$ cat src/rtl/dwp_pkg.sv
package dwp_pkg;
  parameter int unsigned ADDR_W = 32;
  parameter int unsigned DATA_W = 32;
  parameter int unsigned CTRL_W = 8;
  parameter int unsigned REG_AW = 4;
  parameter int unsigned REG_DW = 32;

  localparam int unsigned IDX_W     = 3;
  localparam int unsigned CFG_W     = CTRL_W + 4;
  localparam int unsigned EN_BIT    = CTRL_W;
  localparam int unsigned CHAIN_BIT = CTRL_W + 1;
  localparam int unsigned RANGE_BIT = CTRL_W + 2;
  localparam int unsigned EXT_BIT   = CTRL_W + 3;
  localparam int unsigned N_UNITS   = 2;

  typedef enum logic [IDX_W-1:0] {
    IDX_AVAL = 3'd0,
    IDX_AMSK = 3'd1,
    IDX_DVAL = 3'd2,
    IDX_DMSK = 3'd3,
    IDX_CVAL = 3'd4,
    IDX_CMSK = 3'd5
  } reg_idx_e;

  typedef struct packed {
    logic [ADDR_W-1:0] a_val;
    logic [ADDR_W-1:0] a_msk;
    logic [DATA_W-1:0] d_val;
    logic [DATA_W-1:0] d_msk;
    logic [CFG_W-1:0]  c_val;
    logic [CTRL_W-1:0] c_msk;
  } wp_cfg_t;
endpackage

$ cat src/rtl/dwp_regs.sv
module dwp_regs
  import dwp_pkg::*;
(
  input  logic              clk_i,
  input  logic              rst_ni,
  input  logic              we_i,
  input  logic [REG_AW-1:0] addr_i,
  input  logic [REG_DW-1:0] wdata_i,
  output wp_cfg_t           cfg0_o,
  output wp_cfg_t           cfg1_o,
  output logic [N_UNITS-1:0] cval_wr_o
);
  wp_cfg_t cfg_q [N_UNITS];

  logic       unit_sel;
  reg_idx_e   idx;
  logic       unused_wdata;

  assign unit_sel     = addr_i[IDX_W];
  assign idx          = reg_idx_e'(addr_i[IDX_W-1:0]);
  assign unused_wdata = ^wdata_i;

  for (genvar u = 0; u < N_UNITS; u++) begin : g_unit
    logic hit;
    assign hit          = we_i && (unit_sel == 1'(u));
    assign cval_wr_o[u] = hit && (idx == IDX_CVAL);

    always_ff @(posedge clk_i or negedge rst_ni) begin
      if (!rst_ni) begin
        cfg_q[u] <= '0;
      end else if (hit) begin
        unique case (idx)
          IDX_AVAL: cfg_q[u].a_val <= wdata_i[ADDR_W-1:0];
          IDX_AMSK: cfg_q[u].a_msk <= wdata_i[ADDR_W-1:0];
          IDX_DVAL: cfg_q[u].d_val <= wdata_i[DATA_W-1:0];
          IDX_DMSK: cfg_q[u].d_msk <= wdata_i[DATA_W-1:0];
          IDX_CVAL: cfg_q[u].c_val <= wdata_i[CFG_W-1:0];
          IDX_CMSK: cfg_q[u].c_msk <= wdata_i[CTRL_W-1:0];
          default:  ;
        endcase
      end
    end
  end

  assign cfg0_o = cfg_q[0];
  assign cfg1_o = cfg_q[1];
endmodule

$ cat src/rtl/dwp_unit.sv
module dwp_unit
  import dwp_pkg::*;
#(
  parameter bit LINK_IN   = 1'b0,
  parameter bit CHAIN_OUT = 1'b0
) (
  input  logic              clk_i,
  input  logic              rst_ni,
  input  wp_cfg_t           cfg_i,
  input  logic [ADDR_W-1:0] addr_i,
  input  logic [DATA_W-1:0] data_i,
  input  logic [CTRL_W-1:0] ctrl_i,
  input  logic              ext_i,
  input  logic              chain_i,
  input  logic              range_i,
  input  logic              cval_wr_i,
  output logic              match_o,
  output logic              hit_o,
  output logic              ac_hit_o,
  output logic              chain_o
);
  logic addr_eq, data_eq, ctrl_eq;
  logic q_ext, q_chain, q_range;

  assign addr_eq  = ~|((addr_i ^ cfg_i.a_val) & ~cfg_i.a_msk);
  assign data_eq  = ~|((data_i ^ cfg_i.d_val) & ~cfg_i.d_msk);
  assign ctrl_eq  = ~|((ctrl_i ^ cfg_i.c_val[CTRL_W-1:0]) & ~cfg_i.c_msk);
  assign ac_hit_o = addr_eq && ctrl_eq;

  assign q_ext = !cfg_i.c_val[EXT_BIT] || ext_i;

  if (LINK_IN) begin : g_link
    assign q_chain = !cfg_i.c_val[CHAIN_BIT] || chain_i;
    assign q_range = !cfg_i.c_val[RANGE_BIT] || range_i;
  end else begin : g_nolink
    logic unused_link;
    assign unused_link = chain_i ^ range_i;
    assign q_chain     = 1'b1;
    assign q_range     = 1'b1;
  end

  assign match_o = addr_eq && data_eq && ctrl_eq && q_ext && q_chain && q_range;
  assign hit_o   = match_o && cfg_i.c_val[EN_BIT];

  if (CHAIN_OUT) begin : g_chain
    logic chain_q;
    // control write clear outranks a load in the same cycle
    always_ff @(posedge clk_i or negedge rst_ni) begin
      if (!rst_ni)        chain_q <= 1'b0;
      else if (cval_wr_i) chain_q <= 1'b0;
      else if (ac_hit_o)  chain_q <= data_eq;
    end
    assign chain_o = chain_q;
  end else begin : g_nochain
    logic unused_chain;
    assign unused_chain = clk_i ^ rst_ni ^ cval_wr_i;
    assign chain_o      = 1'b0;
  end
endmodule

$ cat src/rtl/dwp_pair.sv
module dwp_pair
  import dwp_pkg::*;
(
  input  logic              clk_i,
  input  logic              rst_ni,
  input  logic [ADDR_W-1:0] bus_addr_i,
  input  logic [DATA_W-1:0] bus_data_i,
  input  logic [CTRL_W-1:0] bus_ctrl_i,
  input  logic [1:0]        ext_cond_i,
  input  logic              reg_we_i,
  input  logic [REG_AW-1:0] reg_addr_i,
  input  logic [REG_DW-1:0] reg_wdata_i,
  output logic              brk_req_o
);
  wp_cfg_t             cfg0, cfg1;
  logic [N_UNITS-1:0]  cval_wr;
  logic [N_UNITS-1:0]  unit_hit;
  logic                match0, match1;
  logic                ac_hit0, ac_hit1;
  logic                chain_q;
  logic                chain_unused;
  logic                brk_q;

  dwp_regs u_regs (
    .clk_i     (clk_i),
    .rst_ni    (rst_ni),
    .we_i      (reg_we_i),
    .addr_i    (reg_addr_i),
    .wdata_i   (reg_wdata_i),
    .cfg0_o    (cfg0),
    .cfg1_o    (cfg1),
    .cval_wr_o (cval_wr)
  );

  // unit 1 feeds chain and range into unit 0
  dwp_unit #(.LINK_IN(1'b0), .CHAIN_OUT(1'b1)) u_wp1 (
    .clk_i     (clk_i),
    .rst_ni    (rst_ni),
    .cfg_i     (cfg1),
    .addr_i    (bus_addr_i),
    .data_i    (bus_data_i),
    .ctrl_i    (bus_ctrl_i),
    .ext_i     (ext_cond_i[1]),
    .chain_i   (1'b0),
    .range_i   (1'b0),
    .cval_wr_i (cval_wr[1]),
    .match_o   (match1),
    .hit_o     (unit_hit[1]),
    .ac_hit_o  (ac_hit1),
    .chain_o   (chain_q)
  );

  dwp_unit #(.LINK_IN(1'b1), .CHAIN_OUT(1'b0)) u_wp0 (
    .clk_i     (clk_i),
    .rst_ni    (rst_ni),
    .cfg_i     (cfg0),
    .addr_i    (bus_addr_i),
    .data_i    (bus_data_i),
    .ctrl_i    (bus_ctrl_i),
    .ext_i     (ext_cond_i[0]),
    .chain_i   (chain_q),
    .range_i   (match1),
    .cval_wr_i (cval_wr[0]),
    .match_o   (match0),
    .hit_o     (unit_hit[0]),
    .ac_hit_o  (ac_hit0),
    .chain_o   (chain_unused)
  );

  always_ff @(posedge clk_i or negedge rst_ni) begin
    if (!rst_ni) brk_q <= 1'b0;
    else         brk_q <= |unit_hit;
  end

  assign brk_req_o = brk_q;
endmodule

$ cat config.mk
export PLATFORM = sky130hd
export DESIGN_NAME = dwp_pair
export DESIGN_NICKNAME = d
export VERILOG_FILES = /design/src/rtl/dwp_pkg.sv /design/src/rtl/dwp_regs.sv /design/src/rtl/dwp_unit.sv /design/src/rtl/dwp_pair.sv
export SDC_FILE = /design/constraint.sdc
export NUM_CORES = 1
export LEC_CHECK = 0
export ABC_AREA = 1
export BUFFER_PORTS_ARGS = -buffer_cell sky130_fd_sc_hd__buf_4
export CAP_MARGIN = 0
export CORE_MARGIN = 2
export CORE_UTILIZATION = 30
export CTS_CLUSTER_DIAMETER = 100
export CTS_CLUSTER_SIZE = 24
export DETAILED_ROUTE_END_ITERATION = 6
export SYNTH_ARGS = -nofsm -noshare
export SYNTH_HDL_FRONTEND = slang
export SYNTH_HIERARCHICAL = 1
export SYNTH_SLANG_ARGS = --single-unit
$ cat constraint.sdc
create_clock -name clk_i -period 4.9 [get_ports clk_i]
set_input_delay 0 -clock clk_i [delete_from_list [all_inputs] [get_ports clk_i]]
set_output_delay 0 -clock clk_i [all_outputs]
set_load 0.02 [all_outputs]
### After elaboration in Yosys (flattened, before gate mapping)

Cells that the tools add are included.

| storage, ports and cells | value |
|---|---|
| flip-flop bits (word level) | 298 |
| bits of input ports | 113 |
| memories | 0 |
| word-level logic and storage cells | 89 |
| output and inout port bits | 1 |
| latch bits | 0 |
| memory bits (read-only) | 0 |
| memory bits (writable) | 0 |

| operators by class | value |
|---|---|
| $lt $le $gt $ge | 0 |
| reduce and logical (&&, ||, !) cells | 49 |
| shift operators | 0 |
| multiply operators | 0 |
| mux-type cells | 2 |
| div/mod/pow operators | 0 |
| $add $sub $neg | 0 |
| eq/ne operators | 5 |
| bitwise gates (word level) | 19 |

Operators by type and width:

| kind | count |
|---|---|
| AND 32 bit | 4 |
| inverter 32 bit | 4 |
| OR reduction 32 bit | 4 |
| bitwise XOR 32 bit | 4 |
| AND reduction 2 bit | 12 |
| AND 8 bit | 2 |
| inverter 8 bit | 2 |
| OR reduction 8 bit | 2 |
| bitwise XOR 8 bit | 2 |
| logical AND 1 bit | 14 |
| zero test 1 bit | 10 |
| == test 3 x 2 -> 1 bit, second input constant | 2 |
| == test 3 bit, second input constant | 2 |
| logical OR 1 bit | 4 |
| == test 3 x 1 -> 1 bit, second input constant | 1 |
| zero test 3 bit | 1 |
| two-way mux 1 bit | 2 |
| nonzero test 2 bit | 1 |
| OR reduction 2 bit | 1 |
| inverter 1 bit | 1 |

### Depth between registers and ports, before layout

| logic depth | value |
|---|---|
| depth in word-level cells | 11 |
| gate-level depth with buffers | 21 |
| mapped depth without buffers | 21 |

### Hierarchy

The synthesis kept the hierarchy.

Modules (own cells, without submodules):

| module | area each (µm²) | times used | cells each | sequential area each (µm²) |
|---|---|---|---|---|
| dwp_regs | 11,935.2 | 1 | 1,346 | 7,407.1 |
| dwp_unit (u_wp1) | 2,004.4 | 1 | 453 | 25.0 |
| dwp_unit (u_wp0) | 1,636.6 | 1 | 385 | 0.0 |
| dwp_pair | 40.0 | 1 | 5 | 25.0 |

### Worst setup path after synthesis

No wires, ideal clock.

| timing path | value |
|---|---|
| path kind | register -> register |
| start | reg u_regs.cfg_q (netlist bit u_regs/cfg1_o[13]) |
| end | reg brk_q (netlist: brk_req_o) |
| slack | 2.912 ns |
| stages on the path, launching flop included | 21 |
| buffers on the path | 0 |
| setup time | 0.065 ns |
| data arrival time | 1.923 ns |
| required time | 4.835 ns |
| period minus slack after synthesis | 1.988 ns |
| cells stage by stage | dfrtp_1 -> or2_0 -> nand2_1 -> nand2_1 -> nor2_2 -> nand2_1 -> nor2_2 -> nand2_2 -> nor2_4 -> nand3_2 -> inv_1 -> inv_1 -> nand2_1 -> nand3_1 -> nor2_1 -> nand3_2 -> nor2_2 -> nand3_2 -> nor3_2 -> inv_1 -> nand2_1 |

| on the way | value |
|---|---|
| word-level cells in the longest chain between the ends | 10 |
| elaborated cells between the ends (all ways) | 11 |
| classes of those cells | bitwise (2); reduce/logical (9) |

RTL lines:

| what | line | source |
|---|---|---|
| start: declaration | dwp_regs.sv:13 | `wp_cfg_t cfg_q [N_UNITS];` |
| bitwise XOR 8 bit | dwp_unit.sv:27 | `assign ctrl_eq = ~\|((ctrl_i ^ cfg_i.c_val[CTRL_W-1:0]) & ~cfg_i.c_msk);` |
| AND 8 bit | dwp_unit.sv:27 |  |
| OR reduction 8 bit | dwp_unit.sv:27 |  |
| zero test 1 bit | dwp_unit.sv:27 |  |
| logical AND 1 bit (2 in series) | dwp_unit.sv:42 | `assign match_o = addr_eq && data_eq && ctrl_eq && q_ext && q_chain && q_range;` |
| net match1 | dwp_pair.sv:18 | `logic match0, match1;` |
| logical OR 1 bit | dwp_unit.sv:34 | `assign q_range = !cfg_i.c_val[RANGE_BIT] \|\| range_i;` |
| logical AND 1 bit | dwp_unit.sv:42 |  |
| logical AND 1 bit | dwp_unit.sv:43 | `assign hit_o = match_o && cfg_i.c_val[EN_BIT];` |
| net unit_hit[0] | dwp_pair.sv:17 | `logic [N_UNITS-1:0] unit_hit;` |
| OR reduction 2 bit | dwp_pair.sv:72 | `else brk_q <= \|unit_hit;` |
| end signal: assignment | dwp_pair.sv:72 |  |
| end: declaration | dwp_pair.sv:22 | `logic brk_q;` |

The timed path passes the listed nets, and every way through them passes these cells.
A chain may end at the register's enable or synchronous reset.

### Worst setup path in the final report

| timing path | value |
|---|---|
| start | in reg_addr_i[2] |
| end | reg u_regs.cfg_q (netlist bit u_regs/cfg0_o[133]) |

| on the way | value |
|---|---|
| word-level cells in the longest chain between the ends | 2 |

RTL lines:

| what | line | source |
|---|---|---|
| start: declaration | dwp_pair.sv:11 | `input logic [REG_AW-1:0] reg_addr_i,` |
| zero test 3 bit | dwp_regs.sv:32 | `unique case (idx)` |
| AND reduction 2 bit (no line) | - |  |

No other way between the ends.

==> impl_metrics.env <==
export IMPL_die_w_um=231
export IMPL_routabilityCongestion=0.814
export IMPL_register_area_um2=7410
export IMPL_r2r_start="u_regs/cfg1_o[132]$_DFFE_PN0P_"
export IMPL_rr_worst_depth=21
export IMPL_reg2reg_to="brk_req_o$_DFF_PN0_"
export IMPL_clk_path_buf_depth=3
export IMPL_grt_overflow=0
export IMPL_fp_coreArea_um2=51200
export IMPL_synthCells=2175
export IMPL_critPathTopFamily="buffers and inverters"
export IMPL_cts_root_buf="clkbuf_16"
export IMPL_worst_pin_slew_ps=1030
export IMPL_synth_warnings=6
export IMPL_setup_tns_ps=0
export IMPL_syn_nets=2288
export IMPL_final_area_um2=17700
export IMPL_path_class="input pin to flip-flop"
export IMPL_crit_path_end_kind="flip-flop"
export IMPL_maxCapViolations=0
export IMPL_crit_path_max_incr_delay_ps=810
export IMPL_start_util_pct=30.3
export IMPL_drive_above_1_share_pct=8.27
export IMPL_p_total_w=0.00623
export IMPL_cp_arrival_ps=2970
export IMPL_grt_pass1_wl_mm=78.2
export IMPL_grt_usage_pct=18.3
export IMPL_dpl_hpwl_mm=32.8
export IMPL_num_rows=83
export IMPL_grt_max_degree=119
export IMPL_place_area_um2=16800
export IMPL_antenna_found_initial=1
export IMPL_vias_per_cell=4.83
export IMPL_violations="hold timing"
export IMPL_routedWlPerCell_um=16.9
export IMPL_hp_class="input pin to async pin"
export IMPL_dpl_cell_count=2857
export IMPL_cts_tree="yes"
export IMPL_final_nets=2348
export IMPL_period_share_pct=52.4
export IMPL_cts_repair_resized=0
export IMPL_cp_start_kind="input pin"
export IMPL_hold_slack_ps=-12.9
export IMPL_critPathSlowestCell="nand3_1"
export IMPL_syn_avg_cell_area_um2=7.13
export IMPL_ant_nets=0
export IMPL_syn_area_um2=15500
export IMPL_drc=0
export IMPL_crit_required_ps=5300
export IMPL_wl_mm=49.4
export IMPL_vias=14100
export IMPL_grt_setup_unrepaired="no"
export IMPL_status="finished with violations"
export IMPL_cp_num_buf_inv=4
export IMPL_clk_latency_ps=530
export IMPL_cts_sinks=296
export IMPL_min_period_ps=2570
export IMPL_syn_to_final_growth_pct=14.2
export IMPL_portBuffers=113
export IMPL_worstPathCellList="dlygate4sd3_1 > buf_4 > inv_2 > nand3_1 > buf_4 > nand2_1 > nand2_1"
export IMPL_path_clk_slew_ps=100
export IMPL_max_slew_margin_rel_pct=31.5
export IMPL_first_pass_iters=5
export IMPL_slew_violations=0
export IMPL_p_leak_nw=9.54
export IMPL_p_per_area_nw_per_um2=352
export IMPL_setup_viol=0
export IMPL_peakVddDrop_mv=0.202
export IMPL_cts_htree_levels=1
export IMPL_cp_max_fo=46
export IMPL_timing_hold_violations_final=5
export IMPL_cts_made_buffers=16
export IMPL_layout_cells_non_filler=2919
export IMPL_post_cts_buffers=0
export IMPL_cts_hold_buffers_added=40
export IMPL_clock_skew_ps=25.8
export IMPL_io_pins=114
export IMPL_multi_input_area_um2=6720
export IMPL_dieArea_um2=53500
export IMPL_dieHeight_um=231
export IMPL_max_freq_mhz=389
export IMPL_nFillCells=5406
export IMPL_grt_pass1_vias=13900
export IMPL_drt_iter0_drc=1300
export IMPL_reg2reg_slack_ps=2590
[stage by stage]
step	worst slack, ps	hold slack (ps)	utilization (%)
floorplan	2930	-296	-
global placement	2430	-49.0	32.9
detailed placement	2340	-48.9	32.9
CTS	2330	7.87	34.6
global route	2210	19.6	34.6
finish	2330	-12.9	34.6
[routing by layer]
metal	GRT usage [%]	vias up	routed length, um
met5	0	-	0
met4	4.56	0	1030
met3	2.08	56	2690
met2	31.5	398	24000
met1	24.5	6772	21700
li1	-	6865	-
[cells in the final DEF, fill, tap and decap left out]
master and instances:
o21ai_0 14, clkinv_2 1, buf_8 1, nor2b_1 1, nand2_2 4, nand3b_1 68
nor3_2 1, or2_0 10, o21bai_1 1, inv_4 1, nand3_2 11, diode_2 1
buf_12 1, inv_2 3, clkbuf_16 17, nor2_4 6, o21ai_1 2, dlygate4sd3_1 40
nor2_1 115, nand2_4 1, dfrtp_1 296, nand2_1 940, nand4_1 98, buf_4 128
nor2_2 7, clkbuf_8 2, nor3_1 1, nand3_1 224, a21oi_1 18, clkinv_1 2
inv_8 1, inv_1 223
[where the power goes]
| group | switching (W) | internal [W] | total (W) | leakage [nW] |
|---|---|---|---|---|
| sequential | 0.000315 | 0.00293 | 0.00325 | 3.76 |
| clock | 0.000849 | 0.000665 | 0.00151 | 0.234 |
| combinational | 0.000910 | 0.000553 | 0.00146 | 5.54 |
[state kept, by name (all words and copies together) (netlist names)]
register and cells:
u_regs/cfg0_o 148, brk_req_o 1, u_wp1/chain_o 1, u_regs/cfg1_o 146
[worst max-delay path by stage]
stage / from / endpoint / depth (start not counted)
2_1_floorplan: u_regs/cfg1_o[13]$_DFFE_PN0P_ / brk_req_o$_DFF_PN0_ / 20
3_3_place_gp: reg_addr_i[2] / u_regs/cfg0_o[134]$_DFFE_PN0P_ / 6
3_5_place_dp: reg_addr_i[2] / u_regs/cfg0_o[134]$_DFFE_PN0P_ / 6
4_1_cts: reg_addr_i[2] / u_regs/cfg0_o[134]$_DFFE_PN0P_ / 7
5_1_grt: reg_addr_i[2] / u_regs/cfg0_o[133]$_DFFE_PN0P_ / 7
6_report: reg_addr_i[2] / u_regs/cfg0_o[133]$_DFFE_PN0P_ / 7
[cell type report]
| type | count | area share, % |
|---|---|---|
| clock buffers | 19 | 2.56 |
| multi-input cells | 1522 | 38.0 |
| diodes | 1 | 0.0141 |
| flip-flops and latches | 296 | 41.8 |
| inverters | 229 | 4.87 |
| repair buffers | 170 | 7.88 |
| well taps | 680 | 4.80 |
| clock inverters | 2 | 0.0918 |
Power figures use the tool's default switching activity.
